===== src/rtl/evt_ptr_pkg.sv =====
package evt_ptr_pkg;
  localparam int unsigned WORD_W     = 32;
  localparam int unsigned DESC_WORDS = 4;
  localparam int unsigned ADDR_KEEP  = 30;
  localparam int unsigned STAT_CNT_W = 20;

  typedef enum logic [1:0] {
    ST_IDLE = 2'd0,
    ST_LEN  = 2'd1,
    ST_PAD0 = 2'd2,
    ST_PAD1 = 2'd3
  } desc_state_e;
endpackage


===== src/rtl/evt_ptr_fifo.sv =====
module evt_ptr_fifo #(
  parameter int unsigned WIDTH = 32,
  parameter int unsigned DEPTH = 16,
  localparam int unsigned AW = (DEPTH > 1) ? $clog2(DEPTH) : 1,
  localparam int unsigned CW = $clog2(DEPTH + 1)
) (
  input  logic             clk_i,
  input  logic             rst_ni,
  input  logic             wr_i,
  input  logic [WIDTH-1:0] wdata_i,
  input  logic             rd_i,
  output logic [WIDTH-1:0] rdata_o,
  output logic             full_o,
  output logic             empty_o,
  output logic [CW-1:0]    count_o
);
  logic [WIDTH-1:0] mem_q [DEPTH];
  logic [AW-1:0]    wp_q, rp_q;
  logic [CW-1:0]    cnt_q;
  logic             do_wr, do_rd;

  assign full_o  = (cnt_q == CW'(DEPTH));
  assign empty_o = (cnt_q == '0);
  assign count_o = cnt_q;
  assign rdata_o = mem_q[rp_q];
  assign do_wr   = wr_i && !full_o;
  assign do_rd   = rd_i && !empty_o;

  function automatic logic [AW-1:0] ptr_inc(input logic [AW-1:0] p);
    return (p == AW'(DEPTH - 1)) ? '0 : p + 1'b1;
  endfunction

  always_ff @(posedge clk_i) begin
    if (do_wr) mem_q[wp_q] <= wdata_i;
  end

  always_ff @(posedge clk_i or negedge rst_ni) begin
    if (!rst_ni) begin
      wp_q  <= '0;
      rp_q  <= '0;
      cnt_q <= '0;
    end else begin
      if (do_wr) wp_q <= ptr_inc(wp_q);
      if (do_rd) rp_q <= ptr_inc(rp_q);
      case ({do_wr, do_rd})
        2'b10:   cnt_q <= cnt_q + 1'b1;
        2'b01:   cnt_q <= cnt_q - 1'b1;
        default: cnt_q <= cnt_q;
      endcase
    end
  end

  AST_NO_OVERFLOW: assert property (@(posedge clk_i) disable iff (!rst_ni)
    wr_i |-> !full_o);
  AST_EMPTY_READ_IGNORED: assert property (@(posedge clk_i) disable iff (!rst_ni)
    (rd_i && empty_o && !wr_i) |=> (count_o == '0));
endmodule


===== src/rtl/evt_desc_seq.sv =====
module evt_desc_seq
  import evt_ptr_pkg::*;
#(
  parameter int unsigned DEPTH = 16,
  parameter int unsigned CNT_W = 20,
  localparam int unsigned CW = $clog2(DEPTH + 1)
) (
  input  logic              clk_i,
  input  logic              rst_ni,
  input  logic              rec_valid_i,
  input  logic [WORD_W-1:0] rec_addr_i,
  input  logic [WORD_W-1:0] rec_len_i,
  input  logic              sw_hold_i,
  input  logic [CW-1:0]     fifo_count_i,
  output logic              rec_ready_o,
  output logic              push_o,
  output logic [WORD_W-1:0] push_data_o,
  output logic [CNT_W-1:0]  evt_cnt_o
);
  desc_state_e       state_q, state_d;
  logic [WORD_W-1:0] len_q;
  logic [CNT_W-1:0]  cnt_q;
  logic              room, accept;

  assign room        = (int'(fifo_count_i) + int'(DESC_WORDS)) <= int'(DEPTH);
  assign rec_ready_o = (state_q == ST_IDLE) && !sw_hold_i && room;
  assign accept      = rec_valid_i && rec_ready_o;
  assign push_o      = accept || (state_q != ST_IDLE);
  assign evt_cnt_o   = cnt_q;

  always_comb begin
    unique case (state_q)
      ST_IDLE: push_data_o = {{(WORD_W-ADDR_KEEP){1'b0}}, rec_addr_i[ADDR_KEEP-1:0]};
      ST_LEN:  push_data_o = len_q;
      default: push_data_o = '0;
    endcase
  end

  always_comb begin
    state_d = state_q;
    unique case (state_q)
      ST_IDLE: if (accept) state_d = ST_LEN;
      ST_LEN:  state_d = ST_PAD0;
      ST_PAD0: state_d = ST_PAD1;
      ST_PAD1: state_d = ST_IDLE;
      default: state_d = ST_IDLE;
    endcase
  end

  always_ff @(posedge clk_i or negedge rst_ni) begin
    if (!rst_ni) begin
      state_q <= ST_IDLE;
      len_q   <= '0;
      cnt_q   <= '0;
    end else begin
      state_q <= state_d;
      if (accept) len_q <= rec_len_i;
      if (state_q == ST_PAD1 && cnt_q != '1) cnt_q <= cnt_q + 1'b1;
    end
  end

  AST_HOLD_NO_START: assert property (@(posedge clk_i) disable iff (!rst_ni)
    (sw_hold_i && state_q == ST_IDLE) |=> (state_q == ST_IDLE));
  AST_CNT_STEP: assert property (@(posedge clk_i) disable iff (!rst_ni)
    (state_q == ST_PAD1 && cnt_q != '1) |=> (cnt_q == $past(cnt_q) + 1'b1));
  AST_CNT_SAT: assert property (@(posedge clk_i) disable iff (!rst_ni)
    (state_q == ST_PAD1 && cnt_q == '1) |=> (cnt_q == '1));
  AST_BUSY_GAP: assert property (@(posedge clk_i) disable iff (!rst_ni)
    accept |=> !rec_ready_o);
endmodule


===== src/rtl/evt_status_pack.sv =====
module evt_status_pack
  import evt_ptr_pkg::*;
#(
  parameter int unsigned CNT_W = 20
) (
  input  logic              run_i,
  input  logic              done_i,
  input  logic              pf_full_i,
  input  logic              pf_empty_i,
  input  logic              ext_full_i,
  input  logic              ext_empty_i,
  input  logic              loopback_i,
  input  logic              data_err_i,
  input  logic              lock_a_ni,
  input  logic              lock_b_ni,
  input  logic              sw_hold_i,
  input  logic [CNT_W-1:0]  evt_cnt_i,
  output logic [WORD_W-1:0] status_o
);
  logic [STAT_CNT_W-1:0] cnt_field;

  generate
    if (CNT_W >= STAT_CNT_W) begin : g_trunc
      assign cnt_field = evt_cnt_i[STAT_CNT_W-1:0];
    end else begin : g_ext
      assign cnt_field = {{(STAT_CNT_W-CNT_W){1'b0}}, evt_cnt_i};
    end
  endgenerate

  assign status_o = {run_i, done_i, pf_full_i, pf_empty_i,
                     ext_full_i, ext_empty_i, loopback_i, data_err_i,
                     ~lock_a_ni, ~lock_b_ni, sw_hold_i, 1'b0,
                     cnt_field};
endmodule


===== src/rtl/evt_ptr_gen.sv =====
module evt_ptr_gen
  import evt_ptr_pkg::*;
#(
  parameter int unsigned DEPTH = 16,
  parameter int unsigned CNT_W = 20,
  localparam int unsigned CW = $clog2(DEPTH + 1)
) (
  input  logic        clk_i,
  input  logic        rst_ni,
  input  logic        rec_valid_i,
  output logic        rec_ready_o,
  input  logic [31:0] rec_addr_i,
  input  logic [31:0] rec_len_i,
  input  logic        sw_hold_i,
  input  logic        ptr_rd_i,
  output logic [31:0] ptr_data_o,
  output logic        ptr_empty_o,
  input  logic        run_i,
  input  logic        done_i,
  input  logic        ext_full_i,
  input  logic        ext_empty_i,
  input  logic        loopback_i,
  input  logic        data_err_i,
  input  logic        lock_a_ni,
  input  logic        lock_b_ni,
  output logic [31:0] status_o
);
  logic              push;
  logic [WORD_W-1:0] push_data;
  logic              pf_full, pf_empty;
  logic [CW-1:0]     pf_count;
  logic [CNT_W-1:0]  evt_cnt;

  evt_desc_seq #(.DEPTH(DEPTH), .CNT_W(CNT_W)) u_seq (
    .clk_i        (clk_i),
    .rst_ni       (rst_ni),
    .rec_valid_i  (rec_valid_i),
    .rec_addr_i   (rec_addr_i),
    .rec_len_i    (rec_len_i),
    .sw_hold_i    (sw_hold_i),
    .fifo_count_i (pf_count),
    .rec_ready_o  (rec_ready_o),
    .push_o       (push),
    .push_data_o  (push_data),
    .evt_cnt_o    (evt_cnt)
  );

  evt_ptr_fifo #(.WIDTH(WORD_W), .DEPTH(DEPTH)) u_fifo (
    .clk_i   (clk_i),
    .rst_ni  (rst_ni),
    .wr_i    (push),
    .wdata_i (push_data),
    .rd_i    (ptr_rd_i),
    .rdata_o (ptr_data_o),
    .full_o  (pf_full),
    .empty_o (pf_empty),
    .count_o (pf_count)
  );

  evt_status_pack #(.CNT_W(CNT_W)) u_stat (
    .run_i       (run_i),
    .done_i      (done_i),
    .pf_full_i   (pf_full),
    .pf_empty_i  (pf_empty),
    .ext_full_i  (ext_full_i),
    .ext_empty_i (ext_empty_i),
    .loopback_i  (loopback_i),
    .data_err_i  (data_err_i),
    .lock_a_ni   (lock_a_ni),
    .lock_b_ni   (lock_b_ni),
    .sw_hold_i   (sw_hold_i),
    .evt_cnt_i   (evt_cnt),
    .status_o    (status_o)
  );

  assign ptr_empty_o = pf_empty;

  AST_ROOM_ON_ACCEPT: assert property (@(posedge clk_i) disable iff (!rst_ni)
    (rec_valid_i && rec_ready_o) |-> (int'(pf_count) + 4 <= int'(DEPTH)));
endmodule


===== config.mk =====
export PLATFORM = sky130hd
export DESIGN_NAME = evt_ptr_gen
export DESIGN_NICKNAME = d
export VERILOG_FILES = /design/src/rtl/evt_ptr_pkg.sv /design/src/rtl/evt_ptr_fifo.sv /design/src/rtl/evt_desc_seq.sv /design/src/rtl/evt_status_pack.sv /design/src/rtl/evt_ptr_gen.sv
export SDC_FILE = /design/constraint.sdc
export NUM_CORES = 1
export LEC_CHECK = 0
export CORE_UTILIZATION = 45
export CTS_CLUSTER_SIZE = 30
export DETAILED_ROUTE_END_ITERATION = 10
export SYNTH_ARGS = -nofsm -noshare
export SYNTH_HDL_FRONTEND = slang
export SYNTH_SLANG_ARGS = --single-unit

===== constraint.sdc =====
create_clock -name clk_i -period 3.4 [get_ports clk_i]
set_input_delay 1.02 -clock clk_i [delete_from_list [all_inputs] [get_ports clk_i]]
set_output_delay 1.02 -clock clk_i [all_outputs]
set_load 0.05 [all_outputs]

==> summary.md, run 1 <==
| Metric | Value |
|---|---|
| Outcome | `finished, violations left` |
| Failing checks | `negative setup slack` |
| Synth cell types | `49` |
| Post-Place Cells | `2,024` |
| Die width | `229.3 um` |
| Setup slack after layout | `-0.09740 ns` |
| Final setup TNS | `-1.876 ns` |
| Pre-CTS setup slack | `0.02908 ns` |
| Type of the worst min-delay path | `input port to asynchronous set/reset pin` |
| P per Cell Area | `1057 nW/um^2` |
| Die area | `52,570 um^2` |
| IO Port Bufs | `127` |
| Drt pass-1 iters | `5` |
| Seq/Total Area, Yosys | `73.35%` |
| Largest net degree at the start of global routing | `46` |
| Antenna violations before repair | `0` |
| Post-DP HPWL | `29,240 um` |
| R2r startpoint | `u_fifo.count_o[0]` |
| Grt total ovfl | `0` |
| Crit start category | `flop` |
| Final Setup Violations | `32` |
| Post-synthesis cell count | `1,243` |
| R2R depth | `8` |
| Post-Syn Nets | `1,336` |
| Max Slew Vio Count | `0` |
| Critical path data required time | `2.38 ns` |
| M2 GR Usage | `33.51%` |
| Top Ports | `143` |
| CTS Buffer Depth | `3` |
| Worst Tran Pin Value | `0.6917 ns` |
| Via density | `5.770` |
| Final Instance Count excl. Fillers | `2,168` |
| Max_cap viols | `0` |
| Type of destination of the critical path | `output port` |
| Synth top area share | `66.14%` |
| Cell area after synthesis | `23,250 um^2` |
| Global-route wire length before repair | `81,610 um` |
| Reg2Reg Capture Point | `u_fifo.count_o[4]` |
| Drt total wl | `54,830 um` |
| Static leakage | `10.54 nW` |
| H-tree levels | `2` |
| Biggest area consumer among synthesized cells | `edfxtp_1` |
| Starting Density | `45.96%` |
| Largest cells by area after synthesis | `edfxtp_1 66%, dfrtp_1 7.2%, mux4_2 6.2%` |
| Post-DR wirelength/cell | `25.29 um` |
| GPL Wtd Cong | `0.7471` |
| Total core area | `50,580 um^2` |
| Max IR drop VDD | `0.0008639 V` |
| Ys async rst share | `11.57%` |
| Antenna diode count | `0` |
| RSZ-0062 raised after global routing | `yes` |
| Worst Path Arrival | `2.48 ns` |
| Worst-path clk slew | `0.06 ns` |
| Tcrit/Tclk final | `102.9%` |
| Violation count after the first detailed-routing iteration | `873` |
| Tmin final | `3.497 ns` |
| Final Hold Fails | `0` |
| GR Layer Usage met1 | `29.70%` |
| Layout cells sized above 1 | `30.68%` |
| Nets | `1,543` |
| Most Crowded Layer GR | `met2` |
| CTS buffer count | `59` |
| CTS tree | `built` |
| Prevailing post-synth register cell | `edfxtp_1` |
| DR vias | `12,509` |
| Residual DRC | `0` |
| Post-route ant nets | `0` |
| Worst slew margin | `53.53%` |
| Setup Crit Path Kind | `flop to output port` |
| Vias in the first global route | `12,841` |
| Layout area overhead | `26.23%` |
| Met3 Use GR | `4.084%` |
| Register bit total from synthesis | `579` |
| Post-synth EDFFs | `512` |
| FMAX | `285.9 MHz` |
| Row count | `82` |
| Syn Area/Cell | `18.70 um^2` |
| Final Util | `58.01%` |
| Total power | `31.02 mW` |
| Clock Latency Late Sink | `0.61 ns` |
| FF-to-FF setup slack | `0.58 ns` |
| GRT Resource Usage Total | `20.95%` |
| Layout Skew | `0.02309 ns` |
| Die height | `229.3 um` |
| Root Buffer | `clkbuf_16` |
| Clk sinks | `579` |
| Yosys warning total | `0` |
| CP max FO | `12` |
[kinds of logic (layout without fill, tap and decap cells)]
| logic type | count (synthesis) | after routing | synth area share (%) |
|---|---|---|---|
| buffers and inverters | 93 | 346 | 2.287 |
| multiplexers | 233 | 233 | 13.76 |
| AO/OA/AOI/OAI | 194 | 194 | 6.367 |
| AND/OR/NAND/NOR | 105 | 105 | 2.503 |
| other | 1 | 1 | 0.01613 |
| adder cells (fa/ha/maj) | 16 | 16 | 0.8934 |
| flip-flops | 579 | 579 | 73.35 |
| XOR/XNOR | 22 | 22 | 0.8289 |
[metal layers]
layer	part of all wire (%)	up-vias
li1	-	5528
met1	44	6557
met2	48	346
met3	5.9	78
met4	1.7	0
met5	0	-
[worst max-delay path: stages, from the launching register on]
cell      delay [ns]
dfrtp_4         0.55
buf_6           0.17
buf_16          0.16
mux2i_2         0.16
a221oi_2        0.36
o21ai_1         0.15
nand2_2         0.17
buf_12          0.15
[cells in the mapped netlist (all sizes together), types with 22 or more instances]
library cell and count:
mux2 40, dfrtp 67, a22o 30, a221oi 64, mux4 64, edfxtp 512, o21ai 37, mux2i 129
nand2 39, and3 22, a22oi 32, buf 55, clkbuf 27
[metrics by stage]
stage	hold WS, ns	instance area, um^2
2_1_floorplan	0.4655	23250
3_3_place_gp	0.4757	26090
3_5_place_dp	0.4813	26090
4_1_cts	0.4600	28910
5_1_grt	0.4825	29340
6_report	0.4435	29340
[placed cells by master (no fill, tap or decap), types with 16 or more instances in the layout]
cell	instances
mux2_2	30
mux2i_1	124
o21ai_1	24
buf_4	41
edfxtp_1	512
dfrtp_1	65
a22oi_1	17
buf_12	64
mux4_2	64
a221oi_2	61
buf_16	16
nand2_2	16
and3_2	16
clkdlybuf4s50_1	87
a22o_1	30
clkbuf_16	66
nand2_1	23
[flip-flops by register name, indices dropped and copies added (netlist names)]
name and cells:
u_fifo.wp_q 4, u_fifo.mem_q 512, u_fifo.count_o 5, u_seq.state_q 2
u_seq.len_q 32, u_seq.evt_cnt_o 20, u_fifo.rp_q 4
[how the worst max path moves through the flow]
stage / startpoint / to / slack (ns) / depth (start not counted)
finish: u_fifo.rp_q[0] / ptr_data_o[15] / -0.1 / 7
floorplan: u_fifo.count_o[0] / status_o[28] / 0.32 / 3
global route: u_fifo.rp_q[0] / ptr_data_o[26] / -0.20 / 7
detailed placement: sw_hold_i / u_fifo.count_o[4] / 0.03 / 11
CTS: u_fifo.rp_q[0] / ptr_data_o[25] / -0.15 / 6
global placement: sw_hold_i / u_fifo.count_o[4] / 0.04 / 11
[power by group]
part | internal, mW | leakage [nW] | switching, mW
clock | 3.69 | 0.923 | 2.61
combinational | 6.12 | 4.05 | 7.91
sequential | 10.2 | 5.57 | 0.487
total | 20.0 | 10.5 | 11.0
[final cells by class]
cell class                 instances  area, um^2
sequential                       579       17060
clock inverter                    26       234.0
inverter                          11       41.29
timing repair buffer             228        3243
clock buffer                      81        1659
fill                            3769       21240
tap                              672       840.8
multi-input combinational        571        6267
[what timing repair did]
action,4_1_cts,5_1_grt
gates resized for setup,108,56
setup endpoints to repair,32,32
gates cloned,13,8
hold buffers,0,0
setup buffers,11,5
pin swaps,59,51
(Power assumes the default switching activity.)
==> run 2, diff against run 1 <==
--- a/config.mk
+++ b/config.mk
@@ -8,6 +8,7 @@
 export CORE_UTILIZATION = 45
 export CTS_CLUSTER_SIZE = 30
 export DETAILED_ROUTE_END_ITERATION = 10
+export REMOVE_ABC_BUFFERS = 1
 export SYNTH_ARGS = -nofsm -noshare
 export SYNTH_HDL_FRONTEND = slang
 export SYNTH_SLANG_ARGS = --single-unit
==> summary.md, run 2 (synthesized netlist as in run 1, its figures left out) <==
| Metric | Value |
|---|---|
| Outcome | `finished, violations left` |
| Failing checks | `negative setup slack` |
| Worst-path clk slew | `0.06 ns (about the same)` |
| Final Util | `58.05% (about the same)` |
| Post-DR wirelength/cell | `24.60 um (-2.7%)` |
| Commonest cells after routing, fill and taps aside | `512 x edfxtp_1, 127 x mux2i_1, 87 x clkdlybuf4s50_1, 67 x buf_12, 65 x dfrtp_1` |
| CTS tree | `built` |
| Antenna violations before repair | `0 (unchanged)` |
| Die area | `52,570 um^2 (unchanged)` |
| Drt pass-1 iters | `5 (unchanged)` |
| Setup Crit Path Kind | `flop to output port` |
| Layout area overhead | `26.31% (about the same)` |
| Worst Path Arrival | `2.53 ns (+0.05 ns)` |
| Root Buffer | `clkbuf_16` |
| Worst slew margin | `53.23% (-0.29 points)` |
| CTS buffer count | `59 (unchanged)` |
| IO Port Bufs | `127 (unchanged)` |
| Max_cap viols | `0 (unchanged)` |
| Pre-CTS setup slack | `0.08498 ns (+0.05590 ns)` |
| Die height | `229.3 um (unchanged)` |
| Global-route wire length before repair | `78,870 um (-3.3%)` |
| Max IR drop VDD | `0.0006166 V (-29%)` |
| Post-DP HPWL | `27,370 um (-6.4%)` |
| Setup slack after layout | `-0.1530 ns (-0.05560 ns)` |
| Number of flip-flops under the largest register name | `512 (unchanged)` |
| Worst Tran Pin Value | `0.7015 ns (+0.009732 ns)` |
| Layout cells sized above 1 | `31.63% (+0.95 points)` |
| CP peak stage delay | `0.52 ns (-0.03 ns)` |
| Die width | `229.3 um (unchanged)` |
| Most used cell, CP | `buf_12` |
| CP max FO | `8 (-4)` |
| CP max stage cell | `dfrtp_4` |
| Top Ports | `143 (unchanged)` |
| GRT Resource Usage Total | `20.34% (-0.61 points)` |
| Critical path data required time | `2.38 ns (about the same)` |
| Layout Skew | `0.01953 ns (-0.003567 ns)` |
| Post-route ant nets | `0 (unchanged)` |
| Residual DRC | `0 (unchanged)` |
| Post-Place Cells | `2,016 (-0.40%)` |
| Vias in the first global route | `12,495 (-2.7%)` |
| Drt total wl | `53,160 um (-3.0%)` |
| GPL Wtd Cong | `0.7442 (-0.39%)` |
| Clock Latency Late Sink | `0.62 ns (about the same)` |
| DR vias | `12,355 (-1.2%)` |
| Via density | `5.717 (-0.91%)` |
| Max Slew Vio Count | `0 (unchanged)` |
| Tmin final | `3.553 ns (+0.05560 ns)` |
| Violation count after the first detailed-routing iteration | `865 (-0.92%)` |
| Total core area | `50,580 um^2 (unchanged)` |
| Final Hold Fails | `0 (unchanged)` |
| Crit start category | `flop` |
| Fin Hold WS | `0.4112 ns (-0.03223 ns)` |
| P per Cell Area | `1062 nW/um^2 (+0.44%)` |
| Type of the worst min-delay path | `input port to asynchronous set/reset pin` |
| Row count | `82 (unchanged)` |
| Final Instance Count excl. Fillers | `2,161 (-0.32%)` |
| Nets | `1,532 (-0.71%)` |
| Ordered list of cells on the worst path | `buf_6 > buf_16 > buf_12 > mux2i_1 > a221oi_2 > a22oi_1 > nand2_1 > buf_12` |
| FMAX | `281.5 MHz (-1.6%)` |
| Commonest non-fill, non-tap cell in the layout | `edfxtp_1` |
| Post-CTS Hold Fix Bufs | `0 (unchanged)` |
| Fillers | `3,748 (-0.56%)` |
| H-tree levels | `2 (unchanged)` |
| Static leakage | `10.54 nW (about the same)` |
| Tcrit/Tclk final | `104.5% (+1.6 points)` |
| Final Setup Violations | `31 (-3.1%)` |
| Biggest register | `u_fifo.mem_q` |
| Largest net degree at the start of global routing | `54 (+17%)` |
| Grt total ovfl | `0 (unchanged)` |
| CTS Buffer Depth | `3 (unchanged)` |
| Type of destination of the critical path | `output port` |
| Antenna diode count | `0 (unchanged)` |
| RSZ-0062 raised after global routing | `yes` |
| Clk sinks | `579 (unchanged)` |
| Starting Density | `45.96% (unchanged)` |
## run 2: per-layer routing
| metal | global-route usage (%) | share of wire (%) | vias to the layer above |
|---|---|---|---|
| li1 | - | - | 5506 |
| met1 | 28.86 | 45 | 6454 |
| met2 | 32.57 | 48 | 331 |
| met3 | 3.436 | 5.4 | 64 |
| met4 | 5.542 | 1.8 | 0 |
| met5 | 0 | 0 | - |
## run 2: what timing repair did
action,CTS,global route
gates resized for setup,101,71
gates cloned,10,3
setup buffers,14,7
pin swaps,56,72
setup endpoints to repair,32,32
## run 2: critical path, delay by kind of cell, from the launching register on
family / cells / cell delay [ns]
buffers and inverters: 4 / 0.63
DFF: 1 / 0.52
AOI/OAI and AO/OA: 2 / 0.47
and+or+nand+nor: 1 / 0.17
muxes: 1 / 0.13
## run 2: metrics by stage
step / setup TNS (ns) / instance area, um^2 / total power [mW]
final: -3.180 / 29360 / 31.18
after global routing: -5.644 / 29360 / 32.49
after CTS: -5.382 / 28940 / 30.79
after detailed placement: 0 / 26050 / 22.83
after global placement: 0 / 26050 / 22.57
after floorplan: -190.11 / 22760 / 17.12
## run 2: worst paths after layout
check,start,to,slack [ns],depth (start not counted)
min in group clk_i,u_seq.evt_cnt_o[14],u_seq.evt_cnt_o[14],0.49,1
setup reg to reg,u_fifo.count_o[0],u_fifo.count_o[3],0.62,9
setup / recovery,u_fifo.rp_q[0],ptr_data_o[28],-0.15,8
hold reg to reg,u_seq.evt_cnt_o[14],u_seq.evt_cnt_o[14],0.49,1
max in group asynchronous,rst_ni,u_seq.len_q[23],2.36,2
hold / removal,rst_ni,u_seq.evt_cnt_o[14],0.41,1
## run 2: final cells by class
cell class / instances / area [um^2] / area share [%]
Timing Repair Buffer: 217 / 3094 / 10.54
Inverter: 11 / 45.04 / 0.1534
Clock inverter: 40 / 409.1 / 1.393
Sequential cell: 579 / 17060 / 58.09
Multi-Input combinational cell: 571 / 6312 / 21.50
Clock buffer: 71 / 1604 / 5.463
Tap cell: 672 / 840.8 / 2.863
## run 2: report_power, final
group	switching, mW	internal [mW]
Clock	2.69	3.96
Combinational	7.78	6.06
Sequential	0.493	10.2
